`config.mk`:
```
export PLATFORM = sky130hd
export DESIGN_NAME = link_pm_negotiator
export DESIGN_NICKNAME = d
export VERILOG_FILES = /design/src/rtl/lpm_pkg.sv /design/src/rtl/lpm_timers.sv /design/src/rtl/lpm_fsm.sv /design/src/rtl/link_pm_negotiator.sv
export SDC_FILE = /design/constraint.sdc
export NUM_CORES = 1
export LEC_CHECK = 0
export ABC_AREA = 1
export BUFFER_PORTS_ARGS = -buffer_cell sky130_fd_sc_hd__buf_2
export CAP_MARGIN = 10
export CORE_MARGIN = 2
export CORE_UTILIZATION = 30
export CTS_BUF_LIST = sky130_fd_sc_hd__clkbuf_16
export CTS_CLUSTER_SIZE = 16
export DETAILED_ROUTE_END_ITERATION = 8
export GPL_TIMING_DRIVEN = 1
export SYNTH_ARGS = -nofsm -noshare
export SYNTH_HDL_FRONTEND = slang
export SYNTH_SLANG_ARGS = --single-unit
```
`constraint.sdc`:
```
create_clock -name clk -period 2.5 [get_ports clk]
set_clock_uncertainty 0.1 [all_clocks]
set_input_delay 0.125 -clock clk [delete_from_list [all_inputs] [get_ports clk]]
set_output_delay 0.125 -clock clk [all_outputs]
set_load 0.05 [all_outputs]
```
`src/rtl/lpm_pkg.sv`:
```
`timescale 1ns/1ps
package lpm_pkg;

  typedef enum logic [1:0] {
    PS_ACTIVE    = 2'd0,
    PS_IDLE_FAST = 2'd1,
    PS_IDLE_SLOW = 2'd2,
    PS_SUSPEND   = 2'd3
  } pwrState_t;

  typedef enum logic [2:0] {
    CMD_NONE       = 3'd0,
    CMD_GO_FAST    = 3'd1,
    CMD_GO_SLOW    = 3'd2,
    CMD_GO_SUSPEND = 3'd3,
    CMD_ACCEPT     = 3'd4,
    CMD_REJECT     = 3'd5,
    CMD_CONFIRM    = 3'd6,
    CMD_KEEPALIVE  = 3'd7
  } linkCmd_t;

  // strobes from control to the counter datapath
  typedef struct packed {
    logic runIdle;
    logic runKeep;
    logic clrKeep;
    logic runWin;
  } tmrCtl_t;

  // terminal-count indications back to control
  typedef struct packed {
    logic idleHit;
    logic keepHit;
    logic winHit;
  } tmrHit_t;

endpackage

```
`src/rtl/lpm_timers.sv`:
```
`timescale 1ns/1ps
module lpm_timers
  import lpm_pkg::*;
#(
  parameter int TIMER_W     = 16,
  parameter int KEEP_CYCLES = 2000,
  parameter int RESP_WIN    = 64
) (
  input  logic               clk,
  input  logic               rstN,
  input  tmrCtl_t            ctl,
  input  logic [TIMER_W-1:0] u1Timeout,
  output tmrHit_t            hit
);

  localparam int KEEP_W = $clog2(KEEP_CYCLES + 1);
  localparam int WIN_W  = $clog2(RESP_WIN + 1);
  localparam logic [KEEP_W-1:0] KEEP_LAST = KEEP_W'(KEEP_CYCLES - 1);
  localparam logic [WIN_W-1:0]  WIN_LAST  = WIN_W'(RESP_WIN - 1);

  logic [TIMER_W-1:0] idleCnt;
  logic [KEEP_W-1:0]  keepCnt;
  logic [WIN_W-1:0]   winCnt;

  always_comb begin
    hit.idleHit = ctl.runIdle && (idleCnt == u1Timeout - TIMER_W'(1));
    hit.keepHit = ctl.runKeep && !ctl.clrKeep && (keepCnt == KEEP_LAST);
    hit.winHit  = ctl.runWin && (winCnt == WIN_LAST);
  end

  // inactivity counter: any break in the run clears it
  always_ff @(posedge clk) begin
    if (!rstN || !ctl.runIdle || hit.idleHit) idleCnt <= '0;
    else                                      idleCnt <= idleCnt + TIMER_W'(1);
  end

  // keep-alive interval counter, wraps on each emitted keep-alive
  always_ff @(posedge clk) begin
    if (!rstN || ctl.clrKeep || !ctl.runKeep || hit.keepHit) keepCnt <= '0;
    else                                                     keepCnt <= keepCnt + KEEP_W'(1);
  end

  // handshake response window
  always_ff @(posedge clk) begin
    if (!rstN || !ctl.runWin || hit.winHit) winCnt <= '0;
    else                                    winCnt <= winCnt + WIN_W'(1);
  end

endmodule

```
`src/rtl/lpm_fsm.sv`:
```
`timescale 1ns/1ps
module lpm_fsm
  import lpm_pkg::*;
#(
  parameter int TIMER_W = 16
) (
  input  logic               clk,
  input  logic               rstN,
  input  logic               portIsUp,
  input  logic               linkActive,
  input  logic               txPending,
  input  logic [TIMER_W-1:0] u1Timeout,
  input  logic [1:0]         goReq,
  input  logic               wakeReq,
  input  logic               rxCmdValid,
  input  logic [2:0]         rxCmd,
  input  tmrHit_t            hit,
  output tmrCtl_t            ctl,
  output logic               txCmdValid,
  output logic [2:0]         txCmd,
  output logic [1:0]         linkState,
  output logic               hsTimeout
);

  typedef enum logic [1:0] {
    ST_ACTIVE    = 2'd0,
    ST_WAIT_ANS  = 2'd1,
    ST_WAIT_CONF = 2'd2,
    ST_LOW       = 2'd3
  } fsmState_t;

  fsmState_t state, nState;
  pwrState_t target, nTarget, curPwr, nPwr;
  linkCmd_t  rxCode, nCmd, txCode;
  logic      nFire, nTmo, rxGo;

  assign rxCode = linkCmd_t'(rxCmd);
  assign rxGo   = rxCmdValid && (rxCode == CMD_GO_FAST || rxCode == CMD_GO_SLOW ||
                                 rxCode == CMD_GO_SUSPEND);

  always_comb begin
    ctl.runIdle = (state == ST_ACTIVE) && !portIsUp && (u1Timeout != '0) && !linkActive;
    ctl.runKeep = (state == ST_ACTIVE) && portIsUp && !txPending;
    ctl.clrKeep = (state == ST_ACTIVE) && (rxGo || goReq != 2'd0);
    ctl.runWin  = (state == ST_WAIT_ANS) || (state == ST_WAIT_CONF);
  end

  always_comb begin
    nState  = state;
    nTarget = target;
    nPwr    = curPwr;
    nFire   = 1'b0;
    nCmd    = CMD_NONE;
    nTmo    = 1'b0;
    unique case (state)
      ST_ACTIVE: begin
        if (rxGo) begin
          nFire = 1'b1;
          if (rxCode == CMD_GO_SUSPEND ? portIsUp : !txPending) begin
            nCmd    = CMD_ACCEPT;
            nTarget = pwrState_t'(rxCmd[1:0]);
            nState  = ST_WAIT_CONF;
          end else begin
            nCmd = CMD_REJECT;
          end
        end else if (goReq != 2'd0) begin
          nFire   = 1'b1;
          nCmd    = linkCmd_t'({1'b0, goReq});
          nTarget = pwrState_t'(goReq);
          nState  = ST_WAIT_ANS;
        end else if (hit.idleHit) begin
          nFire   = 1'b1;
          nCmd    = CMD_GO_FAST;
          nTarget = PS_IDLE_FAST;
          nState  = ST_WAIT_ANS;
        end else if (hit.keepHit) begin
          nFire = 1'b1;
          nCmd  = CMD_KEEPALIVE;
        end
      end
      ST_WAIT_ANS: begin
        if (rxCmdValid && rxCode == CMD_ACCEPT) begin
          nFire  = 1'b1;
          nCmd   = CMD_CONFIRM;
          nPwr   = target;
          nState = ST_LOW;
        end else if (rxCmdValid && rxCode == CMD_REJECT) begin
          nState = ST_ACTIVE;
        end else if (hit.winHit) begin
          nTmo   = 1'b1;
          nState = ST_ACTIVE;
        end
      end
      ST_WAIT_CONF: begin
        if (rxCmdValid && rxCode == CMD_CONFIRM) begin
          nPwr   = target;
          nState = ST_LOW;
        end else if (hit.winHit) begin
          nTmo   = 1'b1;
          nState = ST_ACTIVE;
        end
      end
      ST_LOW: begin
        if (wakeReq) begin
          nPwr   = PS_ACTIVE;
          nState = ST_ACTIVE;
        end
      end
      default: nState = ST_ACTIVE;
    endcase
  end

  always_ff @(posedge clk) begin
    if (!rstN) begin
      state      <= ST_ACTIVE;
      target     <= PS_ACTIVE;
      curPwr     <= PS_ACTIVE;
      txCmdValid <= 1'b0;
      txCode     <= CMD_NONE;
      hsTimeout  <= 1'b0;
    end else begin
      state      <= nState;
      target     <= nTarget;
      curPwr     <= nPwr;
      txCmdValid <= nFire;
      txCode     <= nCmd;
      hsTimeout  <= nTmo;
    end
  end

  assign txCmd     = txCode;
  assign linkState = curPwr;

  AST_CONFIRM_NEEDS_ACCEPT: assert property (@(posedge clk) disable iff (!rstN)
    (txCmdValid && txCmd == CMD_CONFIRM) |-> $past(rxCmdValid && rxCmd == CMD_ACCEPT));

  AST_TIMEOUT_KEEPS_ACTIVE: assert property (@(posedge clk) disable iff (!rstN)
    hsTimeout |-> (linkState == PS_ACTIVE));

  AST_TIMEOUT_ONE_CYCLE: assert property (@(posedge clk) disable iff (!rstN)
    hsTimeout |=> !hsTimeout);

  AST_PENDING_REJECTS: assert property (@(posedge clk) disable iff (!rstN)
    (state == ST_ACTIVE && txPending && rxCmdValid &&
     (rxCmd == CMD_GO_FAST || rxCmd == CMD_GO_SLOW))
    |=> (txCmdValid && txCmd == CMD_REJECT && linkState == PS_ACTIVE));

  AST_SUSPEND_ALWAYS_ACCEPTED: assert property (@(posedge clk) disable iff (!rstN)
    (state == ST_ACTIVE && portIsUp && rxCmdValid && rxCmd == CMD_GO_SUSPEND)
    |=> (txCmdValid && txCmd == CMD_ACCEPT));

  AST_KEEPALIVE_SOURCE: assert property (@(posedge clk) disable iff (!rstN)
    (txCmdValid && txCmd == CMD_KEEPALIVE) |-> (linkState == PS_ACTIVE && $past(portIsUp)));

  AST_LOW_HOLDS: assert property (@(posedge clk) disable iff (!rstN)
    (state == ST_LOW && !wakeReq) |=> ($stable(linkState) && !txCmdValid));

endmodule

```
`src/rtl/link_pm_negotiator.sv`:
```
`timescale 1ns/1ps
module link_pm_negotiator
  import lpm_pkg::*;
#(
  parameter int TIMER_W     = 16,
  parameter int KEEP_CYCLES = 2000,
  parameter int RESP_WIN    = 64
) (
  input  logic               clk,
  input  logic               rstN,
  input  logic               portIsUp,
  input  logic               linkActive,
  input  logic               txPending,
  input  logic [TIMER_W-1:0] u1Timeout,
  input  logic [1:0]         goReq,
  input  logic               wakeReq,
  input  logic               rxCmdValid,
  input  logic [2:0]         rxCmd,
  output logic               txCmdValid,
  output logic [2:0]         txCmd,
  output logic [1:0]         linkState,
  output logic               hsTimeout
);

  tmrCtl_t ctl;
  tmrHit_t hit;

  lpm_timers #(
    .TIMER_W    (TIMER_W),
    .KEEP_CYCLES(KEEP_CYCLES),
    .RESP_WIN   (RESP_WIN)
  ) timers (
    .clk      (clk),
    .rstN     (rstN),
    .ctl      (ctl),
    .u1Timeout(u1Timeout),
    .hit      (hit)
  );

  lpm_fsm #(
    .TIMER_W(TIMER_W)
  ) control (
    .clk       (clk),
    .rstN      (rstN),
    .portIsUp  (portIsUp),
    .linkActive(linkActive),
    .txPending (txPending),
    .u1Timeout (u1Timeout),
    .goReq     (goReq),
    .wakeReq   (wakeReq),
    .rxCmdValid(rxCmdValid),
    .rxCmd     (rxCmd),
    .hit       (hit),
    .ctl       (ctl),
    .txCmdValid(txCmdValid),
    .txCmd     (txCmd),
    .linkState (linkState),
    .hsTimeout (hsTimeout)
  );

endmodule

```
---- Word-level counts from Yosys, hierarchy flattened ----
Index checks and enable logic that the tools add are counted.
Widths: inputs -> output; s select.
word-level totals
  flip-flop bits (word level) ............. 45
  latch bits .............................. 0
  bits in writable memories ............... 0
  ROM bits ................................ 0
  output and inout bits ................... 7
  logic and storage cells ................. 107
  memories kept ........................... 0
operators by class
  $add $sub $neg .......................... 4
  multipliers ............................. 0
  div/mod/pow operators ................... 0
  order comparisons ....................... 0
  eq/ne operators ......................... 18
  shift-type cells ........................ 0
  muxes and demuxes ....................... 35
  bitwise gates (word level) .............. 0
  reduce and logical (&&, ||, !) cells .... 41
operators with widths
  operator               count
  $mux 2                 14
  $add 16x1->16 const B  1
  $eq 16x16->1           1
  $reduce_bool 16->1     1
  $sub 16x1->16 const B  1
  $mux 3                 5
  $logic_and 1x1->1      14
  $add 11x1->11 const B  1
  $eq 11x11->1 const B   1
  $logic_or 1x1->1       11
  $mux 1                 11
  $eq 3x3->1 const B     3
  $logic_not 1->1        8
  $ne 2x2->1 const B     4
  $pmux 2 s4             1
  $add 7x1->7 const B    1
  $eq 7x6->1 const B     1
  $eq 3x2->1 const B     2
  $pmux 2 s3             1
  $pmux 3 s2             1
  $reduce_and 3->1       2
  $reduce_bool 3->1      2
  $eq 2x2->1 const B     2
  $ne 4x3->1 const B     1
  other kinds (7)        8

---- Depth between registers and ports, before layout ----
Gate-level depths: netlist (run 1).
  word-level depth ........................ 14
  depth in mapped cells ................... 16

---- By module ----
A second synthesis (run 1) with hierarchy kept.
unflattened totals
  cell total of the unflattened synthesis .. 477
  area total of the unflattened synthesis .. 3099.2 µm²
by module, submodules not included
  module      times used  cells each  area each (µm²)  sequential area each (µm²)
  lpm_timers  1           341         2243.4           680.7
  lpm_fsm     1           136         855.8            220.2

---- Least setup slack after synthesis (run 1) ----
No wires, ideal clock.
  kind .................................... register to register
  from .................................... register control.state[0]
  to ...................................... register control.state[0]
  data arrival time ....................... 1640 ps
  required time ........................... 2285 ps
  setup slack ............................. 645 ps
  stages on the path, launching flop included .. 14
  clock period less this slack ............ 1855 ps
  path through ............................ dfxtp_1 inv_1 ha_1 inv_1 nor2_1 nand2_1 nor2_2 nand3_1 nor2_2 nand3_2 nand2_4 nand3_4 a21oi_1 nor2_1
between the ends
  word-level cells in the longest chain between the ends .. 7
  elaborated cells between the ends (all ways) .. 19
RTL lines
  what                                                      RTL line                         source
  start, declared                                           lpm_fsm.sv:32                    fsmState_t state, nState;
  start signal, assigned                                    lpm_fsm.sv:122                   state <= nState;
  $eq 2x1->1 (tied with other cells)                        lpm_fsm.sv:45, lpm_fsm.sv:55
  $logic_or 1x1->1 or $logic_and 1x1->1 (tied branches)     lpm_fsm.sv:45, lpm_fsm.sv:42
  $logic_and 1x1->1, on equally long branches               lpm_timers.sv:28, lpm_fsm.sv:42
  $mux 2 or $logic_and 1x1->1 (tied branches) (2 in a row)  -
  $mux 2 or $ne 4x3->1 (tied branches)                      -
  $pmux 2 s4 or $reduce_and 3->1 (tied branches)            -
Parallel ways exist; a longest one is shown, timed or not.
A chain may end at the register's enable or synchronous reset.

---- Worst setup path in the final report (run 1) ----
  from .................................... register control.state[0]
  to ...................................... register timers.idleCnt[15]
between the ends
  word-level cells in the longest chain between the ends .. 7
  elaborated cells between the ends (all ways) .. 8
RTL lines
  what                                RTL line          source
  $logic_not 2->1 (*)                 lpm_fsm.sv:42     ctl.runIdle = (state == ST_ACTIVE) && !portIsUp && (u1Timeout != '0) && !linkActive;
  $logic_and 1x1->1 (*) (3 in a row)  lpm_fsm.sv:42
  $logic_not 1->1                     lpm_timers.sv:33  if (!rstN || !ctl.runIdle || hit.idleHit) idleCnt <= '0;
  $logic_or 1x1->1                    lpm_timers.sv:33
  $logic_or 1x1->1 (*)                lpm_timers.sv:33
  end signal, assigned                lpm_timers.sv:34  else idleCnt <= idleCnt + TIMER_W'(1);
  end, declared                       lpm_timers.sv:21  logic [TIMER_W-1:0] idleCnt;
Mark *: on every way between the ends. The rest lies on a longest branch, timed or not.

==> flow_summary_export.csv, run 1 <==
group,metric,value,unit
status,status,"completed",
sta,fin_tns_setup,0,ps
logic_synthesis,ys_warn_count,0,
clock_network,numCtsBuffers,5,
sta,tightest_slew,466.4,ps
worst_hold_path,hp-class,"input port to flop",
layout,n_antenna_cell,0,
sta,fin_crit,2313,ps
logic_synthesis,synthArstFlopShare,0,%
route,wl_per_cell,10.55,µm
layout,final_core_util,36.34,%
route,viasPerCell,4.593,
layout,finalNonFillerCells,558,
logic_synthesis,synth-simple-area-share,40.57,%
power_and_ir_drop,p_leak,1.333,nW
clock_network,cts_buffer_depth,2,
sta,setup_viol,0,
sta,fin_crit_sh,92.50,%
grt,grt_pass1_vias,2386,
logic_synthesis,synth_area,2733,µm²
logic_synthesis,synth-compound-area-share,7.051,%
logic_synthesis,synth_top_family_by_area,"simple AND/OR/NAND/NOR gates",
floorplanning,pin_count,35,
logic_synthesis,yosysTopAreaCellShare,32.97,%
layout,drive_above_1_share,13.33,%
logic_synthesis,yosys.area.top_type,"dfxtp_1",
route,drc,0,
floorplanning,fp-row-count,34,
sta,grt_setup_unrepaired,"true",
logic_synthesis,synthFlopType,"dfxtp_1",
critical_path,cp-end-kind,"flop",
critical_path,reg2reg_setup_slack,190,ps
sta,timing.final.ws_setup,187.4,ps
route,antenna_left,0,
logic_synthesis,synthXorXnorAreaFrac,8.013,%
clock_network,clock_sinks,45,
critical_path,reg2reg_depth,12,
logic_synthesis,synth_edf_count,0,
power_and_ir_drop,power_density,675.5,nW/µm²
layout,area_growth,16.53,%
sta,slew_violations,0,
floorplanning,die_w,99.44,µm
route,routed_wl,5887,µm
critical_path,start_kind,"flop",
logic_synthesis,syn_area_per_cell,6.649,µm²
critical_path,r2r-start,"control.state[0]",
grt,grt_overflow,0,
grt,antenna_found_initial,0,
floorplanning,initial_core_util,31.18,%
logic_synthesis,ys_ff_latch,45,
grt,grt_start_max_net_pins,17,
place,gp_congestion,0.8683,
route,first_iter_violations,70,
layout,final_common_cell,"nand2_1",
clock_network,hold_buffers,0,
critical_path,endpoint,"timers.idleCnt[15]",
logic_synthesis,synth.top_cells.by_area,"dfxtp_1, nand2_1, nor2_1",
clock_network,h-tree-depth,2,
clock_network,ctsRootBufferMaster,"clkbuf_16",
logic_synthesis,synth_cell_type_count,32,
layout,final_nets,485,
logic_synthesis,synth_mux_area_share,0,%
logic_synthesis,syn_inst,411,
place,port_buffers,34,
critical_path,worstSetupPathType,"flop to flop",
critical_path,crit_fanout,16,
critical_path,crit_start,"control.state[0]",
logic_synthesis,syn_nets,447,
logic_synthesis,synthAdderAreaFrac,3.663,%
critical_path,r2r_end,"timers.idleCnt[15]",
place,hpwlAfterDp,4812,µm
grt,grt_use_total,12.36,%
place,place_inst,550,
sta,max_freq,0.4324,GHz
clock_network,tritoncts,"done",
layout,mostFrequentLayoutCells,"nand2_1, nor2_1, inv_1",
floorplanning,core-area,8763,µm²
logic_synthesis,yosysSeqAreaShare,32.97,%
sta,slew-limit-headroom,68.81,%
critical_path,cp_data_required_time,2580,ps
clock_network,clk_latency,280,ps
route,dr.pass1.iters,4,
sta,hold_violations,0,
layout,nFillCells,964,
floorplanning,die-area,9888,µm²
floorplanning,die_h,99.44,µm
power_and_ir_drop,irDropWorstVdd,0.2520,mV
route,dr_total_vias,2563,
place,post-place-ws,199.3,ps
grt,grt_pass1_wl,10080,µm
worst_hold_path,whs_path_depth,3,
critical_path,arrival,2390,ps
clock_network,clk_pin_slew_worst_paths,60,ps
run,drv_cap,0,
[stage by stage]
step | hold slack (ps) | power, mW | instance area (µm²)
6_report | 59.05 | 2.151 | 3184
5_1_grt | 75.93 | 2.281 | 3184
4_1_cts | 50.00 | 2.170 | 3184
3_5_place_dp | 337.8 | 1.437 | 3022
3_3_place_gp | 330.7 | 1.431 | 3022
2_1_floorplan | 225.5 | 1.286 | 2733
[what timing repair did]
| item | in CTS | in global routing |
|---|---|---|
| setup endpoints to repair | 0 | 1 |
| gates resized for setup | 0 | 0 |
| buffers inserted | 0 | 0 |
[worst min path at each step]
stage,startpoint,slack [ps],endpoint
floorplan,goReq[1],230,control.txCmd[1]
global placement,timers.keepCnt[0],330,timers.keepCnt[0]
detailed placement,timers.winCnt[0],340,timers.winCnt[0]
CTS,rstN,50,control.state[0]
global route,rstN,80,control.state[0]
finish,rstN,60,control.state[0]
[metal layers]
layer,up-vias,GRT usage (%),share of wire (%)
li1,1383,-,-
met1,1137,15.78,48
met2,37,21.00,47
met3,6,2.038,4.0
met4,0,4.531,1.4
met5,-,0,0
[sequential cells by signal (all words and copies together) (netlist names)]
| register | cells |
|---|---|
| control.txCmd | 3 |
| control.txCmdValid | 1 |
| timers.keepCnt | 11 |
| control.target | 2 |
| control.state | 2 |
| control.linkState | 2 |
| timers.winCnt | 7 |
| timers.idleCnt | 16 |
| control.hsTimeout | 1 |
[synthesized netlist by cell type (4+ instances only)]
| library cell | count |
|---|---|
| nand3b_1 | 4 |
| nor3b_1 | 6 |
| or2_2 | 4 |
| o21ai_0 | 6 |
| a21oi_1 | 21 |
| nor2_2 | 5 |
| xnor2_1 | 11 |
| nand2_1 | 94 |
| inv_1 | 50 |
| xor2_1 | 14 |
| nor3_1 | 10 |
| nand3_1 | 31 |
| nor2_1 | 70 |
| nand4_1 | 9 |
| dfxtp_1 | 45 |
| ha_1 | 8 |
[worst max-delay path, cell delays in order, from the launching register on]
cell and delay, ps:
dfxtp_1 340, inv_1 120, ha_1 290, inv_1 130, nor2_1 180, nand2_1 90
nor2_2 120, nand3_1 100, nor2_2 130, nand3_2 150, nand3_2 280, a21oi_1 70
o21a_1 110
[area by class of cell]
cell class | instances | area, µm² | share of cell area, %
Sequential cell | 45 | 900.9 | 28.29
Tap cell | 108 | 135.1 | 4.244
Multi-Input combinational cell | 311 | 1620 | 50.88
Clock buffer | 5 | 125.1 | 3.929
Clock inverter | 3 | 37.54 | 1.179
Inverter | 52 | 195.2 | 6.130
Timing Repair Buffer | 34 | 170.2 | 5.344
[power breakdown]
| group | internal (mW) | switching [mW] |
|---|---|---|
| combinational | 0.201 | 0.410 |
| clock | 0.464 | 0.262 |
| sequential | 0.774 | 0.0398 |
[kinds of logic after synthesis]
group,count (synthesis)
simple gates,243
buf+inv,55
flops,45
compound gates,35
xor+xnor,25
fa+ha+maj,8
No activity file was read; power rests on OpenSTA's default activity.
==> inputs of run 2 (changes only) <==
--- a/config.mk
+++ b/config.mk
@@ -10,10 +10,11 @@
 export CAP_MARGIN = 10
 export CORE_MARGIN = 2
 export CORE_UTILIZATION = 30
-export CTS_BUF_LIST = sky130_fd_sc_hd__clkbuf_16
+export CTS_BUF_LIST = sky130_fd_sc_hd__clkbuf_2 sky130_fd_sc_hd__clkbuf_4 sky130_fd_sc_hd__clkbuf_8
 export CTS_CLUSTER_SIZE = 16
 export DETAILED_ROUTE_END_ITERATION = 8
 export GPL_TIMING_DRIVEN = 1
+export PLACE_DENSITY = 0.52
 export SYNTH_ARGS = -nofsm -noshare
 export SYNTH_HDL_FRONTEND = slang
 export SYNTH_SLANG_ARGS = --single-unit
==> constraint.sdc (replaced) <==
create_clock -name clk -period 2.8 [get_ports clk]
set_clock_uncertainty 0.1 [all_clocks]
set_input_delay 0.14 -clock clk [delete_from_list [all_inputs] [get_ports clk]]
set_output_delay 0.14 -clock clk [all_outputs]
set_load 0.05 [all_outputs]
==> run 2 against run 1 <==
  * Clock power fell by 30%
  * Sequential power fell by 11%
  * Final area fell by 1.3%
  * Critical path type unchanged
  * Wire length fell by 1.6%
  * Sequential cell count did not move
  * Sequential share of layout area rose by 0.38 points
  * Worst setup slack improved by 350 ps
  * Non-clock buffer count did not move
  * First-iteration DRC count fell by 13%
  * Critical path depth did not move
  * Combinational power fell by 9.8%
==> flow_summary_export.csv, run 2 (synthesized netlist as in run 1, its figures left out) <==
group,metric,value,unit
status,status,"completed",
critical_path,crit_fanout,16,
route,dr.pass1.iters,4,
route,drc,0,
power_and_ir_drop,p_leak,1.312,nW
critical_path,arrival,2350,ps
power_and_ir_drop,swShare,34.18,%
sta,whs,80.52,ps
route,routed_wl,5790,µm
route,viasPerCell,4.514,
clock_network,hold_buffers,0,
layout,final_nets,485,
sta,fin_crit_sh,80.67,%
clock_network,tritoncts,"done",
clock_network,cts_buffer_depth,2,
sta,fin_tns_setup,0,ps
sta,slew-limit-headroom,66.89,%
critical_path,worstSetupPathType,"flop to flop",
clock_network,ctsRootBufferMaster,"clkbuf_8",
power_and_ir_drop,seqPwrFrac,40.6,%
clock_network,numCtsBuffers,5,
clock_network,clock_sinks,45,
floorplanning,die_h,99.44,µm
floorplanning,die_w,99.44,µm
power_and_ir_drop,irDropWorstVdd,0.4074,mV
sta,setup_viol,0,
grt,grt_pass1_wl,9825,µm
grt,grt_start_max_net_pins,17,
sta,hold_violations,0,
power_and_ir_drop,switchingPower,0.6080,mW
critical_path,cp_data_required_time,2890,ps
layout,regMostFlops,"timers.idleCnt",
critical_path,cp-end-kind,"flop",
sta,timing.final.ws_setup,541.3,ps
place,hpwlAfterDp,4827,µm
run,drv_cap,0,
place,gp_congestion,0.8286,
power_and_ir_drop,internal_power,1.171,mW
floorplanning,die-area,9888,µm²
route,met2WireLength,2578,µm
power_and_ir_drop,p_clk_share,28.4,%
route,met1_length,2890,µm
layout,mostFrequentLayoutCells,"nand2_1, nor2_1, inv_1",
place,post-place-ws,539.2,ps
route,highest_layer,"met4",
grt,grt_overflow,0,
critical_path,start_kind,"flop",
layout,final_common_cell,"nand2_1",
route,wl_met3,228,µm
layout,final_core_util,35.85,%
clock_network,cts_setup_buffers,0,
clock_network,cts-resized-gates,0,
clock_network,clk_latency,290,ps
power_and_ir_drop,combPwrFrac,31.0,%
layout,area_growth,14.97,%
clock_network,clk_pin_slew_worst_paths,80,ps
grt,antenna_found_initial,0,
route,dr_total_vias,2519,
sta,grt_setup_unrepaired,"false",
floorplanning,initial_core_util,31.18,%
floorplanning,core-area,8763,µm²
sta,tightest_slew,495.1,ps
clock_network,h-tree-depth,2,
grt,grt_use_total,12.00,%
power_and_ir_drop,power_density,566.2,nW/µm²
layout,largest_reg_flops,16,
sta,fin_crit,2259,ps
sta,max_freq,0.4427,GHz
layout,drive_above_1_share,13.78,%
worst_hold_path,hp-class,"input port to flop",
route,first_iter_violations,61,
route,antenna_left,0,
sta,slew_violations,0,
layout,fin_area,3142,µm²
layout,top_regs,"timers.idleCnt (16), timers.keepCnt (11), timers.winCnt (7)",
place,port_buffers,34,
layout,n_antenna_cell,0,
route,wl_per_cell,10.38,µm
floorplanning,pin_count,35,
floorplanning,fp-row-count,34,
layout,nFillCells,963,
grt,grt_pass1_vias,2294,
place,placed_cell_area,3022,µm²
## run 2: cell types whose count changed in the layout (fill, tap and decap cells not counted), sizes merged
cell    change
inv         -1
clkinv      -1
clkbuf      +2
## run 2: cell type report
type                            instances  area (µm²)  area share (%)
Multi-Input combinational cell        311        1620           51.57
Sequential cell                        45       900.9           28.67
Inverter                               52       195.2           6.213
Timing Repair Buffer                   34       170.2           5.416
Tap cell                              108       135.1           4.301
Clock buffer                            7       90.09           2.867
Clock inverter                          1       30.03          0.9558
## run 2: final timing paths
kind / start / endpoint / slack (ps) / cells after the start
max: control.state[1] / timers.idleCnt[15] / 540 / 12
min: rstN / control.state[0] / 80 / 3
max reg2reg: control.state[1] / timers.idleCnt[15] / 540 / 12
min reg2reg: timers.winCnt[0] / timers.winCnt[0] / 350 / 1
## run 2: through the flow
stage          power (mW)  cells
2_1_floorplan       1.148    411
3_3_place_gp        1.291    550
3_5_place_dp        1.290    550
4_1_cts             1.798    558
5_1_grt             1.909    558
6_report            1.779    558
## run 2: per-layer routing
metal / up-vias / GRT usage, %
li1: 1380 / -
met1: 1086 / 16.09
met2: 45 / 19.70
met3: 8 / 2.249
met4: 0 / 3.477
met5: - / 0
## run 2: power groups by stage
stage	clock network, mW	logic [mW]	registers, mW
2_1_floorplan	0	0.354	0.794
3_3_place_gp	0	0.553	0.739
3_5_place_dp	0	0.551	0.739
4_1_cts	0.520	0.554	0.724
5_1_grt	0.550	0.629	0.731
6_report	0.505	0.551	0.723
## run 2: critical path: stages (launching register included)
cell and delay [ps]:
dfxtp_1 340, inv_1 110, ha_1 290, inv_1 130, nor2_1 160, nand2_1 80, nor2_2 120, nand3_1 100
nor2_2 120, nand3_2 150, nand3_2 280, a21oi_1 70, o21a_1 110
==> inputs of run 3 (changes only) <==
--- a/config.mk
+++ b/config.mk
@@ -14,7 +14,7 @@
 export CTS_CLUSTER_SIZE = 16
 export DETAILED_ROUTE_END_ITERATION = 8
 export GPL_TIMING_DRIVEN = 1
-export PLACE_DENSITY = 0.52
+export PLACE_DENSITY = 0.54
 export SYNTH_ARGS = -nofsm -noshare
 export SYNTH_HDL_FRONTEND = slang
 export SYNTH_SLANG_ARGS = --single-unit
==> constraint.sdc (replaced) <==
create_clock -name clk -period 2 [get_ports clk]
set_clock_uncertainty 0.1 [all_clocks]
set_input_delay 0.1 -clock clk [delete_from_list [all_inputs] [get_ports clk]]
set_output_delay 0.1 -clock clk [all_outputs]
set_load 0.05 [all_outputs]
==> run 3 against run 2 <==
  * Die area unchanged
  * Critical endpoint is now control.state[0]
  * Sequential cell count did not move
  * Via count is 4.1% higher
  * Final cell count increased by 4.1%
  * Sequential power increased by 40%
  * Critical path depth grew 4
  * Largest cell class unchanged
  * Register-to-register slack got worse by 370 ps
  * Hold slack worse by 46 ps
  * Largest power group unchanged
  * Utilization is 3.2 points higher
  * Non-clock buffer count increased by 23
==> flow_summary_export.csv, run 3 (synthesized netlist as in run 1, its figures left out) <==
group,metric,value,unit
grt,grt_pass1_vias,2482,
critical_path,reg2reg_depth,16,
place,hpwlAfterDp,5065,µm
sta,grt_setup_unrepaired,"true",
critical_path,arrival,1950,ps
floorplanning,die_h,99.44,µm
floorplanning,core-area,8763,µm²
clock_network,clk_latency,290,ps
sta,fin_crit_sh,91.43,%
layout,largest_reg_flops,16,
critical_path,critPathSlowestCell,"dfxtp_4",
route,met1_length,3049,µm
route,viasPerCell,4.513,
sta,slew_violations,0,
floorplanning,die_w,99.44,µm
power_and_ir_drop,swShare,34.19,%
critical_path,start_kind,"flop",
critical_path,cp-end-kind,"flop",
clock_network,ctsRootBufferMaster,"clkbuf_8",
clock_network,cts_buffer_depth,2,
sta,hold_violations,0,
layout,register_area,919.6,µm²
critical_path,crit_buf_inv,3,
power_and_ir_drop,irDropWorstVdd,0.4041,mV
clock_network,clock_sinks,45,
clock_network,hold_buffers,0,
grt,grt_use_total,13.04,%
status,status,"completed",
critical_path,crit_family,"simple AND/OR/NAND/NOR gates",
floorplanning,die-area,9888,µm²
clock_network,numCtsBuffers,5,
power_and_ir_drop,power_density,787.5,nW/µm²
worst_hold_path,whs_path_depth,3,
worst_hold_path,hp-class,"input port to flop",
place,gp_congestion,0.8181,
floorplanning,pin_count,35,
route,routed_wl,6173,µm
sta,tightest_slew,297.7,ps
floorplanning,initial_core_util,31.18,%
layout,mostFrequentLayoutCells,"nand2_1, nor2_1, inv_1",
clock_network,h-tree-depth,2,
grt,grt_start_max_net_pins,14,
route,drc,0,
layout,final_nets,508,
critical_path,cp.depth,16,
place,place_inst,564,
run,drv_cap,0,
sta,setup_viol,0,
critical_path,path_cells,"buf_4 -> inv_2 -> nand2_2 -> nand2_2 -> nand3_1 -> nand2_1 -> nand2_1 -> inv_2 -> nand3_2 -> nor2_2 -> nand3_2 -> nand2_4 -> nand3_4 -> nand3_2 -> nand2_1 -> nor2_1",
floorplanning,fp-row-count,34,
grt,grt_overflow,0,
route,dr.pass1.iters,4,
layout,final_common_cell,"nand2_1",
sta,fin_crit,1829,ps
route,first_iter_violations,75,
layout,finalNonFillerCells,581,
layout,regMostFlops,"timers.idleCnt",
critical_path,cp_data_required_time,2120,ps
critical_path,max_stage_delay,360,ps
route,met2WireLength,2834,µm
clock_network,tritoncts,"done",
critical_path,crit_fanout,5,
power_and_ir_drop,p_clk_share,26.5,%
grt,antenna_found_initial,0,
route,wl_met3,238,µm
layout,nFillCells,938,
power_and_ir_drop,internal_power,1.772,mW
place,port_buffers,34,
power_and_ir_drop,p_leak,1.438,nW
power_and_ir_drop,seqPwrFrac,37.6,%
clock_network,clk_pin_slew_worst_paths,80,ps
power_and_ir_drop,power,2.693,mW
route,highest_layer,"met4",
layout,drive_above_1_share,24.74,%
grt,grt_pass1_wl,10840,µm
layout,area_growth,25.14,%
route,antenna_left,0,
sta,slew-limit-headroom,80.00,%
power_and_ir_drop,switchingPower,0.9207,mW
layout,n_antenna_cell,0,
sta,max_freq,0.5468,GHz
route,dr_total_vias,2622,
critical_path,worstSetupPathType,"flop to flop",
layout,multi_input_area,1692,µm²
layout,top_regs,"timers.idleCnt (16), timers.keepCnt (11), timers.winCnt (7)",
power_and_ir_drop,combPwrFrac,35.9,%
route,wl_per_cell,10.62,µm
-- run 3: cell types whose count changed in the layout (fill, tap and decap cells not counted), sizes merged --
cell,change
buf,+23
-- run 3: cell type report --
class	instances	area share, %
multi-input cells	311	49.47
flip-flops and latches	45	26.89
repair buffers	57	10.39
inverters	52	5.781
well taps	108	3.952
clock buffers	7	2.634
clock inverters	1	0.8782
-- run 3: worst paths after layout --
check	from	end	slack, ps
worst max register to register	timers.idleCnt[3]	control.state[0]	170
worst max-delay path	timers.idleCnt[3]	control.state[0]	170
worst min register to register	timers.keepCnt[0]	timers.keepCnt[0]	350
worst min-delay path	rstN	control.state[1]	30
-- run 3: metal layers --
layer / vias to the layer above / global-route usage (%)
met4: 0 / 3.267
met3: 4 / 1.616
met2: 49 / 22.61
li1: 1428 / -
met1: 1141 / 17.21
met5: - / 0
-- run 3: worst register-to-register path: stages (launching register included) --
cell and delay (ps):
dfxtp_4 360, buf_4 130, inv_2 40, nand2_2 50, nand2_2 60, nand3_1 60, nand2_1 80, nand2_1 70
inv_2 50, nand3_2 70, nor2_2 100, nand3_2 140, nand2_4 130, nand3_4 90, nand3_2 80, nand2_1 50
nor2_1 100
-- run 3: what timing repair did --
item                                   CTS  global route
endpoints found under the hold margin    0             0
setup buffers                            0             9
setup endpoints to repair                0            21
resized for setup                        0            37
-- run 3: power groups by stage --
stage / sequential, mW / clock (mW) / combinational (mW)
floorplan: 1.11 / 0 / 0.495
global placement: 1.02 / 0 / 0.875
detailed placement: 1.02 / 0 / 0.881
CTS: 1.00 / 0.739 / 0.883
global route: 1.02 / 0.774 / 1.10
finish: 1.01 / 0.714 / 0.968
-- run 3: metrics by stage --
| step | util (%) | TNS [ps] | worst slack (ps) | instance area, µm² | hold WS (ps) |
|---|---|---|---|---|---|
| global route | 39.02 | -26.91 | -18.50 | 3420 | 38.50 |
| finish | 39.02 | 0 | 171.3 | 3420 | 34.40 |
| global placement | 35.82 | 0 | 91.79 | 3139 | 329.9 |
| CTS | 37.19 | 0 | 35.53 | 3259 | 27.32 |
| detailed placement | 35.82 | 0 | 60.29 | 3139 | 339.7 |
| floorplan | - | 0 | 144.6 | 2733 | 200.5 |
